`src/rtl/fwd_pkg.sv`:
```
package fwd_pkg;
  typedef enum logic [1:0] {
    SRC_REGFILE = 2'b00,
    SRC_MEM     = 2'b01,
    SRC_WB      = 2'b10
  } fwd_src_e;

  localparam int unsigned OPERANDS = 2;
endpackage

```
`src/rtl/fwd_select.sv`:
```
module fwd_select
  import fwd_pkg::*;
#(
  parameter int unsigned IDX_W = 5
) (
  input  logic [IDX_W-1:0] src_idx,
  input  logic [IDX_W-1:0] mem_dst,
  input  logic             mem_wen,
  input  logic [IDX_W-1:0] wb_dst,
  input  logic             wb_wen,
  output fwd_src_e         sel,
  output logic             mem_hit
);
  logic wb_hit;

  // A zero destination never qualifies: register 0 always reads as zero.
  always_comb begin
    mem_hit = mem_wen && (mem_dst != '0) && (mem_dst == src_idx);
    wb_hit  = wb_wen  && (wb_dst  != '0) && (wb_dst  == src_idx);
    if (mem_hit)     sel = SRC_MEM;
    else if (wb_hit) sel = SRC_WB;
    else             sel = SRC_REGFILE;
  end
endmodule

```
`src/rtl/fwd_hazard.sv`:
```
module fwd_hazard
  import fwd_pkg::*;
(
  input  logic [OPERANDS-1:0] mem_hit,
  input  logic                mem_is_load,
  input  logic                ex_is_store,
  output logic                stall
);
  // A store's data operand is consumed a stage later, when the load
  // result can already be taken from write-back.
  always_comb begin
    stall = mem_is_load && (mem_hit[0] || (mem_hit[1] && !ex_is_store));
  end
endmodule

```
`src/rtl/fwd_outreg.sv`:
```
module fwd_outreg #(
  parameter int unsigned W       = 5,
  parameter bit          REG_OUT = 1'b1
) (
  input  logic         clk,
  input  logic         rst,
  input  logic [W-1:0] d,
  output logic [W-1:0] q
);
  generate
    if (REG_OUT) begin : g_reg
      always_ff @(posedge clk) begin
        if (rst) q <= '0;
        else     q <= d;
      end
    end else begin : g_pass
      assign q = d;
    end
  endgenerate
endmodule

```
`src/rtl/fwd_unit.sv`:
```
module fwd_unit
  import fwd_pkg::*;
#(
  parameter int unsigned IDX_W   = 5,
  parameter bit          REG_OUT = 1'b1
) (
  input  logic             clk,
  input  logic             rst,
  input  logic [IDX_W-1:0] ex_src_a,
  input  logic [IDX_W-1:0] ex_src_b,
  input  logic             ex_is_store,
  input  logic [IDX_W-1:0] mem_dst,
  input  logic             mem_wen,
  input  logic             mem_is_load,
  input  logic [IDX_W-1:0] wb_dst,
  input  logic             wb_wen,
  output logic [1:0]       sel_a,
  output logic [1:0]       sel_b,
  output logic             load_stall
);
  localparam int unsigned SEL_W = $bits(fwd_src_e);
  localparam int unsigned OUT_W = OPERANDS * SEL_W + 1;

  logic [IDX_W-1:0]    src_idx [OPERANDS];
  fwd_src_e            sel_c   [OPERANDS];
  logic [OPERANDS-1:0] hit_c;
  logic                stall_c;
  logic [OUT_W-1:0]    out_d, out_q;

  assign src_idx[0] = ex_src_a;
  assign src_idx[1] = ex_src_b;

  generate
    for (genvar i = 0; i < OPERANDS; i++) begin : g_op
      fwd_select #(.IDX_W(IDX_W)) u_sel (
        .src_idx (src_idx[i]),
        .mem_dst (mem_dst),
        .mem_wen (mem_wen),
        .wb_dst  (wb_dst),
        .wb_wen  (wb_wen),
        .sel     (sel_c[i]),
        .mem_hit (hit_c[i])
      );
    end
  endgenerate

  fwd_hazard u_haz (
    .mem_hit     (hit_c),
    .mem_is_load (mem_is_load),
    .ex_is_store (ex_is_store),
    .stall       (stall_c)
  );

  assign out_d = {sel_c[1], sel_c[0], stall_c};

  fwd_outreg #(.W(OUT_W), .REG_OUT(REG_OUT)) u_oreg (
    .clk (clk),
    .rst (rst),
    .d   (out_d),
    .q   (out_q)
  );

  assign sel_b      = out_q[OUT_W-1 -: SEL_W];
  assign sel_a      = out_q[SEL_W -: SEL_W];
  assign load_stall = out_q[0];
endmodule

```
`config.mk`:
```
export PLATFORM = sky130hd
export DESIGN_NAME = fwd_unit
export DESIGN_NICKNAME = d
export VERILOG_FILES = /design/src/rtl/fwd_pkg.sv /design/src/rtl/fwd_select.sv /design/src/rtl/fwd_hazard.sv /design/src/rtl/fwd_outreg.sv /design/src/rtl/fwd_unit.sv
export SDC_FILE = /design/constraint.sdc
export NUM_CORES = 1
export LEC_CHECK = 0
export BUFFER_PORTS_ARGS = -buffer_cell sky130_fd_sc_hd__buf_4
export CORE_AREA = 2 2 39 41
export DETAILED_ROUTE_END_ITERATION = 10
export DIE_AREA = 0 0 41 43
export PLACE_DENSITY_LB_ADDON = 0.25
export REMOVE_ABC_BUFFERS = 1
export SLEW_MARGIN = 20
export SYNTH_ARGS = -nofsm -noshare
export SYNTH_HDL_FRONTEND = slang
export SYNTH_SLANG_ARGS = --single-unit
export TNS_END_PERCENT = 30
```
`constraint.sdc`:
```
create_clock -name clk -period 2.3 [get_ports clk]
set_clock_uncertainty 0.05 [all_clocks]
set_input_delay 0.345 -clock clk [delete_from_list [all_inputs] [get_ports clk]]
set_output_delay 0.345 -clock clk [all_outputs]
set_load 0.005 [all_outputs]
```
==> out/qor_table.md, run 1 <==
| Quantity | Reported | Unit |
|:---|:---|:---|
| Internal portion of total power | 0.204 | mW |
| Horizontal die dimension | 41 | µm |
| Routed Antenna Nets | 0 | - |
| Post_cts resized | 0 | - |
| Run status | complete, no violations | - |
| Most frequent cells in the layout | buf_4, xor2_1, xnor2_1, dfxtp_1, nor3_1 | - |
| Pin count of the biggest net entering global routing | 6 | - |
| Synth warnings | 0 | - |
| Crit path setup slack, layout | 942 | ps |
| Number of global-route vias before repair | 472 | - |
| Leakage power summed over all cells | 0.303 | nW |
| First-pass GRT wire length | 1.78 | mm |
| Input/output buffers | 30 | - |
| Number of distinct standard cells referenced by the synthesized netlist | 17 | - |
| Required time of the worst setup path | 2380 | ps |
| Vias per Instance | 4.74 | - |
| Ratio of total power to cell area | 404 | mW/mm² |
| Sequential cell area fraction in the yosys report | 24.1 | % |
| Fraction of power spent switching nets | 26.5 | % |
| Area of the die | 0.00176 | mm² |
| Synthesized cell area | 415 | µm² |
| Number of antenna violations at the first check in global routing | 0 | - |
| Post-CTS Repair Setup Buffers | 0 | - |
| Initial standard-cell utilization of the core | 30.0 | % |
| Setup total negative slack | 0 | ps |
| Layout cells sized above 1 | 46.2 | % |
| Number of flip-flops under the largest register name | 5 | - |
| Number of levels the H-tree was split into | 1 | - |
| Crit path arrival time | 1440 | ps |
| Maximum fanout count along the critical path | 3 | - |
| Share of total power in the clock network | 36.4 | % |
| Final worst-path cycle share | 59.1 | % |
| Synth Register Bits | 5 | - |
| Total Routed Length | 1.03 | mm |
| Final-report max-slew violation count | 0 | - |
| Net switching power | 0.0737 | mW |
| Clock-pin slew on the worst setup and hold paths | 40 | ps |
| Total of max-cap violations | 0 | - |
| Detailed-routing iteration count for the pre-antenna-repair pass | 2 | - |
| Total overflow reported by the global router | 0 | - |
| Clock tree from TritonCTS | yes | - |
| Fmax achieved | 736 | MHz |
| Root Buffer Master | clkbuf_4 | - |
| Largest Register | u_oreg.q | - |
| Critical Path Start Type | primary input | - |
| Residual DRC | 0 | - |
| GPL Wtd Cong | 0.767 | - |
| Deepest clock path buffer count | 2 | - |
| Final nets | 105 | - |
| RSZ-0062 raised after global routing | no | - |
| Final Hold Fails | 0 | - |
| Area delta synth->final | 65.4 | % |
| 1st-iter DRT viols | 4 | - |
| Type of the worst setup path | in2reg | - |
| Total number of vias | 446 | - |
| Clock sink count | 5 | - |
| Core occupancy in the finished layout | 49.6 | % |
| Detailed placement HPWL | 917 | µm |
| Per-cell routed wire length | 10.9 | µm |
| TritonCTS Buffers | 3 | - |
| Critical path capture point type | flop | - |
| Row Count | 14 | - |
| Mean post-synth cell area | 9.44 | µm² |
| Time the worst path needs with I/O delays and setup | 1360 | ps |
| Biggest registers after layout | u_oreg.q x5 | - |
| Worst-case setup slack after placement | 731 | ps |
| Worst min path class | in2reg | - |
| Max-Slew Margin vs Limit | 80.3 | % |
| Non-filler cells in the finished layout | 94 | - |
| Die boundary height | 43 | µm |
| Most frequent standard cell in the layout excluding fill and tap cells | buf_4 | - |
| Number of standard cells after synthesis | 44 | - |
| DP Cell Count | 90 | - |
| Highest ir drop seen on vdd | 0.189 | mV |
| Number of buffers inserted for hold repair after clock tree synthesis | 0 | - |
| I/O pin cnt | 31 | - |
| Combined global-route utilization of all metal layers | 14.8 | % |
| Part of the total power dissipated in combinational logic | 31.9 | % |
| Sequential power share | 31.7 | % |
| Total design power | 0.278 | mW |
| Ant diodes | 0 | - |
| Actual transition at the worst max-transition pin | 293 | ps |
| Final setup fails | 0 | - |
| Core area | 0.00138 | mm² |
-- power by group through the flow --
stage               combinational (mW)  sequential [mW]  clock (mW)
finish                          0.0886           0.0880       0.101
global route                    0.0965           0.0878       0.117
CTS                             0.0894           0.0880       0.104
detailed placement              0.0889           0.0896           0
global placement                0.0896           0.0896           0
floorplan                       0.0352           0.0897           0
-- path summary, 6_finish.rpt --
path / start / end / slack, ps / cells after the start
setup / recovery: wb_dst[0] / u_oreg.q[2]$_SDFF_PP0_ / 940 / 5
hold / removal: rst / u_oreg.q[0]$_SDFF_PP0_ / 260 / 2
-- metrics by stage --
| stage | hold slack, ps | instance area [µm²] |
|---|---|---|
| finish | 255 | 687 |
| global route | 249 | 687 |
| CTS | 252 | 687 |
| detailed placement | 506 | 661 |
| global placement | 505 | 661 |
| floorplan | 373 | 415 |
-- worst max-delay path, cell delays in order --
cell and delay, ps:
buf_4 120, or4_1 510, o21ai_0 230, nor4_1 100, o2111a_1 130
-- kinds of logic after synthesis --
group / count (synthesis) / synth area share [%]
simple gates: 13 / 18.7
xor+xnor: 20 / 42.2
flops: 5 / 24.1
compound gates: 5 / 14.2
buf+inv: 1 / 0.903
-- routing by layer --
metal	vias to the layer above	wire [µm]	track usage [%]
met4	0	12	8.00
li1	226	-	-
met1	198	388	16.1
met5	-	0	0
met2	20	552	24.7
met3	2	72	3.14
-- area by class of cell --
class	instances	area (µm²)
multi-input combinational	38	312
fill	150	697
sequential	5	100
tap	16	20.0
inverter	1	3.75
timing repair buffer	30	225
clock buffer	4	26.3
-- cells in the mapped netlist --
cell type / number / area share (%)
o21ai_4: 1 / 3.9
nor2_1: 1 / 0.90
nor2b_1: 1 / 1.5
nand3b_1: 1 / 1.8
nor3_1: 4 / 4.8
o2111a_1: 2 / 5.4
nand3_1: 1 / 1.2
xnor2_1: 6 / 13
dfxtp_1: 5 / 24
a2111oi_2: 1 / 3.6
nand2_1: 1 / 0.90
nor4_1: 2 / 3.0
o21ai_0: 1 / 1.2
or4_1: 1 / 1.8
or4_4: 1 / 2.7
xor2_1: 14 / 30
inv_1: 1 / 0.90
No activity file was read; power rests on OpenSTA's default activity.
==> run 2: changes to the inputs <==
==> constraint.sdc (replaced) <==
create_clock -name clk -period 1.1 [get_ports clk]
set_clock_uncertainty 0.05 [all_clocks]
set_input_delay 0.165 -clock clk [delete_from_list [all_inputs] [get_ports clk]]
set_output_delay 0.165 -clock clk [all_outputs]
set_load 0.005 [all_outputs]
==> run 2 against run 1 <==
Against the previous run: clock-buffer cell count is the same; routed wire length up 16%; sequential share of layout area fell by 2.4 points; setup slack worse by 900 ps; non-clock buffer count rose by 16; critical path depth decreased by 1; largest cell class is now buffers; largest power group is now combinational cells; clock power is 120% higher; sequential cell count is the same.
==> out/qor_table.md, run 2 (synthesized netlist as in run 1, its figures left out) <==
| Quantity | Reported | Unit |
|:---|:---|:---|
| Run status | complete, no violations | - |
| Vias per Instance | 4.48 | - |
| Area taken by multi-input logic gates | 324 | µm² |
| I/O pin cnt | 31 | - |
| Routed Antenna Nets | 0 | - |
| Largest Register | u_oreg.q | - |
| First-pass GRT wire length | 1.93 | mm |
| Number of global-route vias before repair | 503 | - |
| Maximum fanout count along the critical path | 5 | - |
| Area delta synth->final | 97.3 | % |
| Fmax achieved | 949 | MHz |
| CP endpoint | u_oreg.q[2]$_SDFF_PP0_ | - |
| Area post-placement | 781 | µm² |
| Per-cell routed wire length | 10.8 | µm |
| 1st-iter DRT viols | 4 | - |
| Detailed-routing iteration count for the pre-antenna-repair pass | 4 | - |
| Sequential Area | 100 | µm² |
| DP Cell Count | 106 | - |
| Total number of vias | 493 | - |
| Type of the worst setup path | in2reg | - |
| Post-CTS Repair Setup Buffers | 0 | - |
| Leakage power summed over all cells | 0.383 | nW |
| Horizontal die dimension | 41 | µm |
| Time the worst path needs with I/O delays and setup | 1050 | ps |
| Ant diodes | 0 | - |
| Final setup fails | 0 | - |
| Non-filler cells in the finished layout | 110 | - |
| Deepest clock path buffer count | 2 | - |
| Highest ir drop seen on vdd | 0.371 | mV |
| Most frequent cells in the layout | buf_4, xor2_1, xnor2_1, dfxtp_1 | - |
| Final worst-path cycle share | 95.8 | % |
| Ratio of total power to cell area | 778 | mW/mm² |
| Combined global-route utilization of all metal layers | 16.2 | % |
| Number of flip-flops under the largest register name | 5 | - |
| Biggest registers after layout | u_oreg.q x5 | - |
| Clock tree from TritonCTS | yes | - |
| Most frequent standard cell in the layout excluding fill and tap cells | buf_4 | - |
| Worst hold slack across all endpoints | 124 | ps |
| Number of antenna violations at the first check in global routing | 0 | - |
| Critical Path Start Type | primary input | - |
| Total Routed Length | 1.19 | mm |
| Clock-pin slew on the worst setup and hold paths | 50 | ps |
| GPL Wtd Cong | 0.752 | - |
| TritonCTS Buffers | 3 | - |
| Clock sink count | 5 | - |
| Area of the die | 0.00176 | mm² |
| Initial standard-cell utilization of the core | 30.0 | % |
| Critical path capture point type | flop | - |
| Row Count | 14 | - |
| Die boundary height | 43 | µm |
| Actual transition at the worst max-transition pin | 248 | ps |
| Residual DRC | 0 | - |
| Final Hold Fails | 0 | - |
| Startpoint of the most critical setup path | mem_dst[1] | - |
| Layout cells sized above 1 | 58.5 | % |
| Max-Slew Margin vs Limit | 83.3 | % |
| Setup total negative slack | 0 | ps |
| Detailed placement HPWL | 1.08 | mm |
| Input/output buffers | 30 | - |
| Total overflow reported by the global router | 0 | - |
| Pin count of the biggest net entering global routing | 6 | - |
| Final-report max-slew violation count | 0 | - |
| Total of max-cap violations | 0 | - |
| Root Buffer Master | clkbuf_4 | - |
| Required time of the worst setup path | 1240 | ps |
| Final nets | 121 | - |
| Post-route cell area | 820 | µm² |
| Core area | 0.00138 | mm² |
| Crit path arrival time | 1200 | ps |
| Number of levels the H-tree was split into | 1 | - |
| Fill cells | 139 | - |
| Worst min path class | in2reg | - |
| RSZ-0062 raised after global routing | yes | - |
==> run 2: changes by cell type in the layout (fill, tap and decap cells not counted), sizes merged <==
cell | previous run | this run
buf | 30 | 46
==> run 2: worst min path at each step <==
| stage | cells after the start | slack, ps | to | start |
|---|---|---|---|---|
| after floorplan | 1 | 190 | u_oreg.q[0]$_SDFF_PP0_ | rst |
| after global placement | 3 | 380 | u_oreg.q[0]$_SDFF_PP0_ | mem_is_load |
| after detailed placement | 3 | 380 | u_oreg.q[0]$_SDFF_PP0_ | mem_is_load |
| after CTS | 3 | 130 | u_oreg.q[0]$_SDFF_PP0_ | mem_is_load |
| after global routing | 3 | 140 | u_oreg.q[0]$_SDFF_PP0_ | mem_is_load |
| final | 3 | 120 | u_oreg.q[0]$_SDFF_PP0_ | mem_is_load |
==> run 2: final cells by class <==
class	count	share of cell area, %
Clock buffer	4	3.21
Inverter	1	0.458
Multi-Input combinational cell	38	39.5
Sequential cell	5	12.2
Tap cell	16	2.44
Timing Repair Buffer	46	42.1
==> run 2: report_power, final <==
group / total [mW] / internal, mW / leakage [nW] / switching [mW]
Sequential: 0.184 / 0.183 / 0.0403 / 0.000486
Clock: 0.220 / 0.138 / 0.0150 / 0.0823
Combinational: 0.234 / 0.143 / 0.328 / 0.0909
Total: 0.638 / 0.464 / 0.383 / 0.174
==> run 2: worst max-delay path, stage by stage <==
cell	delay [ps]
buf_4	110
or4_4	540
o21ai_4	200
o2111a_1	180
==> run 2: repair_timing <==
action,in CTS,in global routing
resized for setup,1,3
pin swaps,0,5
hold buffers,0,0
endpoints found under the setup margin,2,3
==> run 2: layer usage <==
layer,vias up,track usage (%),part of all wire (%)
met2,20,28.1,56
met4,0,6.00,1.2
met1,214,19.2,37
li1,257,-,-
met3,2,1.57,6.4
met5,-,0,0
==> run 2: per-stage QoR <==
step,util (%),worst slack (ps),power (mW)
floorplan,-,-109,0.261
global placement,56.4,-259,0.416
detailed placement,56.4,-319,0.417
CTS,58.3,1.65,0.632
global route,59.2,-30.0,0.669
finish,59.2,45.9,0.638
